[src/rtl/dch_pkg.sv]
// Package: shared constants and types for the D-channel blocking controller.
// Assumes a 4-bit command/indicate field.
package dch_pkg;

    // Width of the command/indicate field in code mode.
    localparam int CI_W = 4;

    // Code value that blocks the D-channel.
    localparam logic [CI_W-1:0] CI_BLOCKED = 4'b1100;

    // Code value that frees the D-channel.
    localparam logic [CI_W-1:0] CI_FREE    = 4'b1000;

    // Which of the two data-clock periods of a bit is under way.
    typedef enum logic {
        HALF_FIRST  = 1'b0,
        HALF_SECOND = 1'b1
    } bit_half_t;

endpackage

[src/rtl/dch_frame_timer.sv]
// Module: dch_frame_timer
// Recovers the bit timing of the downstream frame.
// Takes fsc_i and dcl_i as synchronous samples of the system clock and
// issues one strobe for each frame bit, with the bit's index and value.
// Assumes: the data clock runs at twice the bit rate, the frame-sync rise
// coincides with a data-clock rise, and data is stable across the
// second falling data-clock edge of each bit. Bits past the last are ignored
// until the next frame-sync rise.
module dch_frame_timer
    import dch_pkg::*;
#(
    parameter int FRAME_BITS = 256,
    parameter int CW         = $clog2(FRAME_BITS)
) (
    input  logic          clk,
    input  logic          rst_n,
    input  logic          fsc_i,
    input  logic          dcl_i,
    input  logic          dd_i,
    output logic          bit_stb,
    output logic [CW-1:0] bit_idx,
    output logic          bit_val
);

    localparam logic [CW-1:0] LAST_IDX = CW'(FRAME_BITS - 1);

    logic          dcl_q;
    logic          fsc_q;
    logic          live;
    bit_half_t     half;
    logic [CW-1:0] cnt;
    logic          dcl_fall;
    logic          fsc_rise;

    // Edge detection on the sampled frame sync and data clock.
    always_comb begin
        dcl_fall = dcl_q & ~dcl_i;
        fsc_rise = fsc_i & ~fsc_q;
    end

    // Bit counter: restart on frame sync, strobe on second falling edge.
    always_ff @(posedge clk) begin
        if (!rst_n) begin
            dcl_q   <= 1'b0;
            fsc_q   <= 1'b0;
            live    <= 1'b0;
            half    <= HALF_FIRST;
            cnt     <= '0;
            bit_stb <= 1'b0;
            bit_idx <= '0;
            bit_val <= 1'b0;
        end else begin
            dcl_q   <= dcl_i;
            fsc_q   <= fsc_i;
            bit_stb <= 1'b0;
            if (fsc_rise) begin
                cnt  <= '0;
                half <= HALF_FIRST;
                live <= 1'b1;
            end else if (live && dcl_fall) begin
                if (half == HALF_FIRST) begin
                    half <= HALF_SECOND;
                end else begin
                    half    <= HALF_FIRST;
                    bit_stb <= 1'b1;
                    bit_idx <= cnt;
                    bit_val <= dd_i;
                    if (cnt == LAST_IDX) begin
                        live <= 1'b0;
                    end else begin
                        cnt <= cnt + 1'b1;
                    end
                end
            end
        end
    end

    // a bit spans two falling edges, so strobes are never back to back.
    a_r2_strobe_spacing: assert property (@(posedge clk) disable iff (!rst_n)
        bit_stb |=> !bit_stb);

endmodule

[src/rtl/dch_slot_capture.sv]
// Module: dch_slot_capture
// Picks the control bit and the command/indicate field out of the control
// byte. It publishes both, with a one-cycle update pulse, when the byte's
// last bit arrives.
// Assumes: both fields end before the last bit of the byte (lowest used
// bit weight >= 1), and bits arrive most significant first.
module dch_slot_capture
    import dch_pkg::*;
#(
    parameter int CW         = 8,
    parameter int SLOT_FIRST = 88,
    parameter int CTRL_BIT   = 5,
    parameter int CODE_MSB   = 5
) (
    input  logic            clk,
    input  logic            rst_n,
    input  logic            bit_stb,
    input  logic [CW-1:0]   bit_idx,
    input  logic            bit_val,
    output logic            upd,
    output logic            ctrl_o,
    output logic [CI_W-1:0] code_o
);

    localparam int SLOT_LAST  = SLOT_FIRST + 7;
    localparam int CTRL_POS   = SLOT_FIRST + 7 - CTRL_BIT;
    localparam int CODE_FIRST = SLOT_FIRST + 7 - CODE_MSB;
    localparam int CODE_LAST  = CODE_FIRST + CI_W - 1;

    logic            ctrl_sh;
    logic [CI_W-1:0] code_sh;
    logic            in_code;

    // Marks strobes that fall inside the code field.
    always_comb begin
        in_code = (bit_idx >= CW'(CODE_FIRST)) && (bit_idx <= CW'(CODE_LAST));
    end

    // Gather the field bits and publish them at the end of the byte.
    always_ff @(posedge clk) begin
        if (!rst_n) begin
            ctrl_sh <= 1'b0;
            code_sh <= '0;
            upd     <= 1'b0;
            ctrl_o  <= 1'b0;
            code_o  <= '0;
        end else begin
            upd <= 1'b0;
            if (bit_stb) begin
                if (bit_idx == CW'(CTRL_POS)) begin
                    ctrl_sh <= bit_val;
                end
                if (in_code) begin
                    code_sh <= {code_sh[CI_W-2:0], bit_val};
                end
                if (bit_idx == CW'(SLOT_LAST)) begin
                    upd    <= 1'b1;
                    ctrl_o <= ctrl_sh;
                    code_o <= code_sh;
                end
            end
        end
    end

    // an update pulse always follows the strobe of the byte's last bit.
    a_r7_publish_at_byte_end: assert property (@(posedge clk) disable iff (!rst_n)
        upd |-> $past(bit_stb && (bit_idx == CW'(SLOT_LAST))));

endmodule

[src/rtl/dch_access_state.sv]
// Module: dch_access_state
// Holds the blocked/available state. Bit mode takes the control bit as it
// is. Code mode accepts 1100 or 1000 only when the same code was seen in
// the previous frame.
// Assumes: upd pulses once per frame. Reset leaves the state blocked and
// clears the code history.
module dch_access_state
    import dch_pkg::*;
(
    input  logic            clk,
    input  logic            rst_n,
    input  logic            code_mode,
    input  logic            upd,
    input  logic            ctrl_i,
    input  logic [CI_W-1:0] code_i,
    output logic            avail
);

    logic [CI_W-1:0] prev_code;
    logic            prev_ok;
    logic            repeat_hit;

    // A code counts only when it repeats the previous frame's code.
    always_comb begin
        repeat_hit = prev_ok && (code_i == prev_code);
    end

    // State update once per frame, at the end of the control byte.
    always_ff @(posedge clk) begin
        if (!rst_n) begin
            avail     <= 1'b0;
            prev_code <= '0;
            prev_ok   <= 1'b0;
        end else if (upd) begin
            if (code_mode) begin
                prev_code <= code_i;
                prev_ok   <= 1'b1;
                if (repeat_hit && code_i == CI_BLOCKED) begin
                    avail <= 1'b0;
                end else if (repeat_hit && code_i == CI_FREE) begin
                    avail <= 1'b1;
                end
            end else begin
                avail   <= ctrl_i;
                prev_ok <= 1'b0;
            end
        end
    end

    // the state moves only right after an update pulse.
    a_r7_change_on_update: assert property (@(posedge clk) disable iff (!rst_n)
        !$stable(avail) |-> $past(upd));

    // a code that does not repeat the previous one changes nothing.
    a_r9_needs_repeat: assert property (@(posedge clk) disable iff (!rst_n)
        (upd && code_mode && !(prev_ok && code_i == prev_code)) |=> $stable(avail));

    // codes other than the two defined ones change nothing.
    a_r10_other_codes: assert property (@(posedge clk) disable iff (!rst_n)
        (upd && code_mode && code_i != CI_BLOCKED && code_i != CI_FREE) |=> $stable(avail));

endmodule

[src/rtl/dch_block_ctl.sv]
// Module: dch_block_ctl (top)
// D-channel access blocking controller. Reads the blocked/available
// indication from the downstream frame and forces the echo bit and the
// stop/go bit so that terminals abandon transmission while blocked.
// Assumes: all inputs are synchronous to clk. code_mode is static between
// resets.
module dch_block_ctl
    import dch_pkg::*;
#(
    parameter int CHANNELS   = 8,
    parameter int CH_BYTES   = 4,
    parameter int CTRL_CH    = 2,
    parameter int CTRL_BYTE  = 3,
    parameter int CTRL_BIT   = 5,
    parameter int CODE_MSB   = 5
) (
    input  logic clk,
    input  logic rst_n,
    input  logic code_mode,
    input  logic fsc_i,
    input  logic dcl_i,
    input  logic dd_i,
    input  logic sub_d_i,
    output logic echo_o,
    output logic stop_go_o,
    output logic d_avail_o
);

    localparam int FRAME_BITS = CHANNELS * CH_BYTES * 8;
    localparam int CW         = $clog2(FRAME_BITS);
    localparam int SLOT_FIRST = (CTRL_CH * CH_BYTES + CTRL_BYTE) * 8;

    logic            bit_stb;
    logic [CW-1:0]   bit_idx;
    logic            bit_val;
    logic            upd;
    logic            ctrl_bit;
    logic [CI_W-1:0] code;
    logic            avail;

    dch_frame_timer #(
        .FRAME_BITS (FRAME_BITS),
        .CW         (CW)
    ) u_timer (
        .clk     (clk),
        .rst_n   (rst_n),
        .fsc_i   (fsc_i),
        .dcl_i   (dcl_i),
        .dd_i    (dd_i),
        .bit_stb (bit_stb),
        .bit_idx (bit_idx),
        .bit_val (bit_val)
    );

    dch_slot_capture #(
        .CW         (CW),
        .SLOT_FIRST (SLOT_FIRST),
        .CTRL_BIT   (CTRL_BIT),
        .CODE_MSB   (CODE_MSB)
    ) u_capture (
        .clk     (clk),
        .rst_n   (rst_n),
        .bit_stb (bit_stb),
        .bit_idx (bit_idx),
        .bit_val (bit_val),
        .upd     (upd),
        .ctrl_o  (ctrl_bit),
        .code_o  (code)
    );

    dch_access_state u_state (
        .clk       (clk),
        .rst_n     (rst_n),
        .code_mode (code_mode),
        .upd       (upd),
        .ctrl_i    (ctrl_bit),
        .code_i    (code),
        .avail     (avail)
    );

    // Output shaping: invert the echo and raise stop/go while blocked.
    always_comb begin
        echo_o    = avail ? sub_d_i : ~sub_d_i;
        stop_go_o = ~avail;
        d_avail_o = avail;
    end

    // while stop/go is raised, the echo always differs from the D bit.
    a_r4_forced_collision: assert property (@(posedge clk) disable iff (!rst_n)
        stop_go_o |-> (echo_o != sub_d_i));

    // while available, the echo tracks the D bit.
    a_r5_transparent_echo: assert property (@(posedge clk) disable iff (!rst_n)
        d_avail_o |-> (echo_o == sub_d_i));

endmodule

[config.mk]
export PLATFORM = sky130hd
export DESIGN_NAME = dch_block_ctl
export DESIGN_NICKNAME = d
export VERILOG_FILES = /design/src/rtl/dch_pkg.sv /design/src/rtl/dch_frame_timer.sv /design/src/rtl/dch_slot_capture.sv /design/src/rtl/dch_access_state.sv /design/src/rtl/dch_block_ctl.sv
export SDC_FILE = /design/constraint.sdc
export NUM_CORES = 1
export LEC_CHECK = 0
export BUFFER_PORTS_ARGS = -buffer_cell sky130_fd_sc_hd__clkbuf_2
export CORE_MARGIN = 5
export CORE_UTILIZATION = 58
export CTS_BUF_LIST = sky130_fd_sc_hd__clkbuf_16
export DETAILED_ROUTE_END_ITERATION = 10
export GPL_ROUTABILITY_DRIVEN = 0
export GPL_TIMING_DRIVEN = 0
export PLACE_DENSITY_LB_ADDON = 0.12
export REMOVE_ABC_BUFFERS = 1
export SLEW_MARGIN = 10
export SYNTH_ARGS = -nofsm -noshare
export SYNTH_HDL_FRONTEND = slang
export SYNTH_SLANG_ARGS = --single-unit
[constraint.sdc]
create_clock -name clk -period 1.6 [get_ports clk]
set_clock_uncertainty 0.05 [all_clocks]
set_input_delay 0.24 -clock clk [delete_from_list [all_inputs] [get_ports clk]]
set_output_delay 0.24 -clock clk [all_outputs]
set_load 0.01 [all_outputs]
=== Word level (Yosys, flattened, before mapping) ===
Cells that the tools add are included.

* $add $sub $neg: 1
* Reductions and logical operators: 19
* Multiply operators: 0
* $lt $le $gt $ge: 2
* Bitwise gates (word level): 10
* Divide/modulo/power cells: 0
* Shift operators: 0
* Eq/ne operators: 7
* Mux-type cells: 12

{| class="wikitable"
|+ Operator list
! operator !! count
|-
| $eq A8 B7 Y1 const B || 2
|-
| $mux W1 || 12
|-
| $reduce_and A2 Y1 || 6
|-
| $reduce_and A3 Y1 || 3
|-
| $add A8 B1 Y8 const B || 1
|-
| $eq A4 B4 Y1 const B || 2
|-
| $eq A8 B8 Y1 const B || 1
|-
| $ge A8 B7 Y1 const B || 1
|-
| $le A8 B7 Y1 const B || 1
|-
| $not A1 Y1 || 8
|-
| $reduce_bool A2 Y1 || 3
|-
| $logic_and A1 B1 Y1 || 5
|-
| $eq A4 B4 Y1 || 1
|-
| $ne A3 B1 Y1 const B || 1
|-
| $reduce_or A3 Y1 || 1
|-
| $and A1 B1 Y1 || 2
|-
| $reduce_or A2 Y1 || 1
|}

* Memory bits (read-only): 0
* Register bits after elaboration: 39
* Memories: 0
* Bits in latches: 0
* Output and inout bits: 3
* Bits of input ports: 7
* Bits in writable memories: 0

=== Depth between registers and ports, before layout ===
* Word-level depth: 6
* Mapped depth: 5

=== By module ===
A second synthesis with hierarchy kept.

* Cell total of the unflattened synthesis: 184
* Area total of the unflattened synthesis: 1783.0 sq um

{| class="wikitable"
|+ By module, submodules not included
! module !! times used !! cells each !! area each (sq um) !! seq. area each (sq um)
|-
| dch_frame_timer || 1 || 106 || 1001.0 || 440.4
|-
| dch_slot_capture || 1 || 43 || 462.9 || 220.2
|-
| dch_access_state || 1 || 33 || 306.5 || 120.1
|-
| dch_block_ctl || 1 || 2 || 12.5 || 0.0
|}

=== Worst setup path before layout ===
No wires, ideal clock.

* Path type: register to register
* From: register u_timer.cnt[0]
* To: register u_timer.cnt[4]
* Slack: 112 ps
* Arrival time: 1379 ps
* Data required time: 1491 ps
* Stages on the path, launching flop included: 6
* Path buffers: 0
* Period minus slack after synthesis: 1488 ps
* Cell sequence: dfxtp_1 -> ha_1 -> nand3_1 -> o21ai_1 -> or4_1 -> nand2_1

* Cells in the longest elaborated chain, start to end: 3

{| class="wikitable"
|+ Ends and longest elaborated chain
! item !! line !! text
|-
| start: declaration || dch_frame_timer.sv:31 || <nowiki>logic [CW-1:0] cnt;</nowiki>
|-
| start signal: assignment || dch_frame_timer.sv:71 || <nowiki>cnt <= cnt + 1'b1;</nowiki>
|-
| branches (longest 3 deep; another with $add A8 B1 Y8) || -- ||
|}

Parallel ways; which one is timed is not known.
A chain may end at the register's enable or synchronous reset.

=== Worst setup path in the final report ===
* From: register u_timer.bit_idx[5]
* To: register u_capture.ctrl_sh

* Cells in the longest elaborated chain, start to end: 2

{| class="wikitable"
|+ Ends and longest elaborated chain
! item !! line !! text
|-
| start: declaration || dch_frame_timer.sv:21 || <nowiki>output logic [CW-1:0] bit_idx,</nowiki>
|-
| start signal: assignment || dch_frame_timer.sv:66 || <nowiki>bit_idx <= cnt;</nowiki>
|-
| $eq A8 B7 Y1 || dch_slot_capture.sv:50 || <nowiki>if (bit_idx == CW'(CTRL_POS)) begin</nowiki>
|-
| $reduce_and A2 Y1 (no line) || -- ||
|-
| end signal: assignment || dch_slot_capture.sv:51 || <nowiki>ctrl_sh <= bit_val;</nowiki>
|-
| end: declaration || dch_slot_capture.sv:30 || <nowiki>logic ctrl_sh;</nowiki>
|}

Every way passes these cells.

==> reports/qor.txt <==
Max-cap violations: 0
period utilisation layout: 95.02%
CP Max Fanout: 3
routed vias/inst: 5.714
vias in the first global route: 1172
CP bufs+invs: 1
floorplan row count: 19
Worst Path Arrival: 1620 ps
reg2reg start: u_timer.bit_idx[5]$_SDFFE_PN0P_
vias: 1200
share of cells above drive strength 1: 15.08%
Overall Global Routing Usage: 17.13%
PD cells: 1032 nW/µm²
DRC violations left: 0
unrepaired setup endpoints after global routing: no
clk root buf: clkbuf_16
Routed WL: 3007 µm
Clock Power Share: 47.0%
R2R Path End: u_capture.ctrl_sh$_SDFFE_PN0P_
critical path depth: 5
Psw: 0.0003831 W
die area: 3999 µm²
Finished Layout Cells: 210
commonest non-fill, non-tap cell in the layout: dfxtp_1
kind of critical path: reg2reg
Mapped Cells: 167
Worst-path clk slew: 50 ps
relative slew slack: 68.80%
combinational share of power: 2.6%
Min-Delay Path Class: in2reg
Seq pwr share: 50.5%
r2r setup slk: 80 ps
Peak VDD IR: 0.9586 mV
H-tree levels: 2
Port Buf Inserts: 9
Netlist cell types: 40
Clk Latency, worst-skew pair: 270 ps
DR iter-0 viols: 73
Crit path max-delay family: simple AND/OR/NAND/NOR gates
Sw Share: 19.72%
mean post-synth cell area: 9.845 µm²
Period minus WS final: 1520 ps
internal power: 0.001560 W
Ys Warns: 0
synthesized flop and latch total: 39
register area share after synthesis: 47.49%
placeable core region: 2734 µm²
Final ANT Viol Nets: 0
worst-path cell chain: nand4b_1 -> buf_4 -> or3_1 -> o311ai_1 -> o41ai_1
CTS Sinks: 39
antenna violations before repair: 0
# setup viols final: 0
HPWL after DPL: 2026 µm
drt first pass iters: 4
Fmax: 657.8 MHz
Leak Pwr: 0.6306 nW
Layout area overhead: 14.54%
Worst Path Required: 1700 ps
Slew @ Worst Pin: 464.5 ps
setup TNS: 0 ps
Crit. Startpoint: u_timer.bit_idx[5]$_SDFFE_PN0P_
Initial Util: 60.14%
crit path max-delay cell type: or3_1
clk buf depth: 2
Slew Limit Fails: 0
Routed wire per std cell: 14.32 µm
cts bufs inserted: 5
CP endpoint: u_capture.ctrl_sh$_SDFFE_PN0P_
nets: 186
Synth Cell Area: 1644 µm²
commonest non-fill, non-tap cells in the layout: 39 x dfxtp_1, 18 x nand2_1, 15 x nor2b_1, 14 x mux2i_1, 11 x nand3_1
R2R depth: 5
status: finished, final reports clean
Die Span Y: 63.24 µm
slowest stage delay, CP: 340 ps
DIE WIDTH: 63.24 µm
crit end category: flip-flop
startpoint class of the critical path: flip-flop
Placed Instances: 201
grt ovf: 0
Top Ports: 10
CTS tree: built
Antenna Cells: 0
maximum number of pins on one net before global-route repair: 39
final hold violations: 0
first-pass GRT wire length: 5361 µm
[cell families after synthesis]
group	Yosys count	synth area share (%)
compound gates	28	12.02
xor+xnor	6	3.197
fa+ha+maj	1	0.7609
buf+inv	7	1.902
flops	39	47.49
mux	14	8.523
simple gates	72	26.10
[layout make-up]
| type | instances | area, µm² |
|---|---|---|
| tap | 31 | 38.79 |
| fill | 246 | 850.8 |
| sequential | 39 | 780.7 |
| multi-input combinational | 121 | 867.1 |
| timing repair buffer | 10 | 55.05 |
| clock buffer | 5 | 125.1 |
| clock inverter | 3 | 12.51 |
| inverter | 1 | 3.754 |
[sequential cells by signal, summed over array words and instances, names as in the netlist, 4 cells and up]
register / cells
u_capture.code_o: 4
u_capture.code_sh: 4
u_state.prev_code: 4
u_timer.bit_idx: 8
u_timer.cnt: 8
[power groups by stage]
stage	logic [W]	clock network, W	registers (W)
6_report	0.0000496	0.000912	0.000981
4_1_cts	0.0000487	0.000934	0.000980
3_3_place_gp	0.0000463	0	0.00100
3_5_place_dp	0.0000484	0	0.00100
2_1_floorplan	0.0000225	0	0.00100
5_1_grt	0.0000552	0.000996	0.000980
[layer usage]
metal  vias to the layer above  track usage [%]  wire [µm]
li1                        621                -          -
met1                       556            21.01       1443
met2                        18            25.90       1346
met3                         5            6.750        145
met4                         0            8.571         73
met5                         -                0          0
[repair_timing]
| item | 4_1_cts | 5_1_grt |
|---|---|---|
| setup buffers | 0 | 1 |
| hold endpoints to repair | 0 | 0 |
| hold buffers | 0 | 0 |
| endpoints found under the setup margin | 10 | 19 |
| pin swaps | 1 | 1 |
| resized for setup | 5 | 5 |
[cells in the mapped netlist]
| cell | count | share of area, % |
|---|---|---|
| mux2i_1 | 14 | 8.5 |
| inv_1 | 1 | 0.23 |
| dfxtp_1 | 39 | 47 |
| o211ai_1 | 1 | 0.46 |
| or3_1 | 3 | 1.1 |
| nand4_1 | 1 | 0.38 |
| nor2b_1 | 15 | 5.7 |
| nand4_4 | 1 | 1.3 |
| or4_1 | 2 | 0.91 |
| xor2_1 | 3 | 1.6 |
| o22ai_1 | 1 | 0.38 |
| buf_4 | 1 | 0.46 |
| buf_2 | 1 | 0.30 |
| a21oi_1 | 3 | 0.91 |
| and2_2 | 1 | 0.46 |
| and4b_2 | 1 | 0.68 |
| nand4b_1 | 2 | 1.1 |
| clkbuf_1 | 4 | 0.91 |
| o21ai_0 | 8 | 2.4 |
| nor4_1 | 2 | 0.76 |
| xnor2_1 | 3 | 1.6 |
| ha_1 | 1 | 0.76 |
| o311ai_0 | 1 | 0.53 |
| nor2_1 | 4 | 0.91 |
| o2111ai_1 | 1 | 0.53 |
| nand3_1 | 12 | 3.7 |
| a21boi_0 | 6 | 2.7 |
| nand2_1 | 18 | 4.1 |
| o21ai_1 | 1 | 0.30 |
| o21ba_2 | 1 | 0.61 |
| o31ai_1 | 2 | 0.91 |
| nor3b_1 | 1 | 0.46 |
| o41ai_1 | 1 | 0.53 |
| and2_1 | 3 | 1.1 |
| nor4b_4 | 1 | 1.4 |
| and3_1 | 2 | 0.76 |
| nand2b_1 | 2 | 0.76 |
| nand3b_1 | 1 | 0.46 |
| o211ai_2 | 1 | 0.76 |
| a2111oi_2 | 1 | 0.91 |
[per-stage QoR]
stage	utilization [%]	setup WS, ps	total power [W]	hold slack [ps]	area [µm²]
floorplan	-	-149.0	0.001022	311.7	1617
global placement	62.20	-450.4	0.001047	399.9	1700
detailed placement	62.20	-471.1	0.001049	413.6	1700
CTS	68.19	-18.21	0.001963	147.6	1864
global route	68.88	10.56	0.002031	167.6	1883
finish	68.88	79.69	0.001943	149.9	1883
[worst min path at each step]
stage,startpoint,to,slack (ps),cells past startpoint
final,fsc_i,u_timer.fsc_q$_SDFF_PN0_,150,2
after CTS,fsc_i,u_timer.fsc_q$_SDFF_PN0_,150,2
after global placement,u_capture.ctrl_o$_SDFFE_PN0P_,u_capture.ctrl_o$_SDFFE_PN0P_,400,2
after detailed placement,u_capture.ctrl_sh$_SDFFE_PN0P_,u_capture.ctrl_o$_SDFFE_PN0P_,410,2
after global routing,fsc_i,u_timer.fsc_q$_SDFF_PN0_,170,2
after floorplan,rst_n,u_capture.upd$_SDFF_PN0_,310,1
Note: power is estimated with default switching activity, not from simulation.
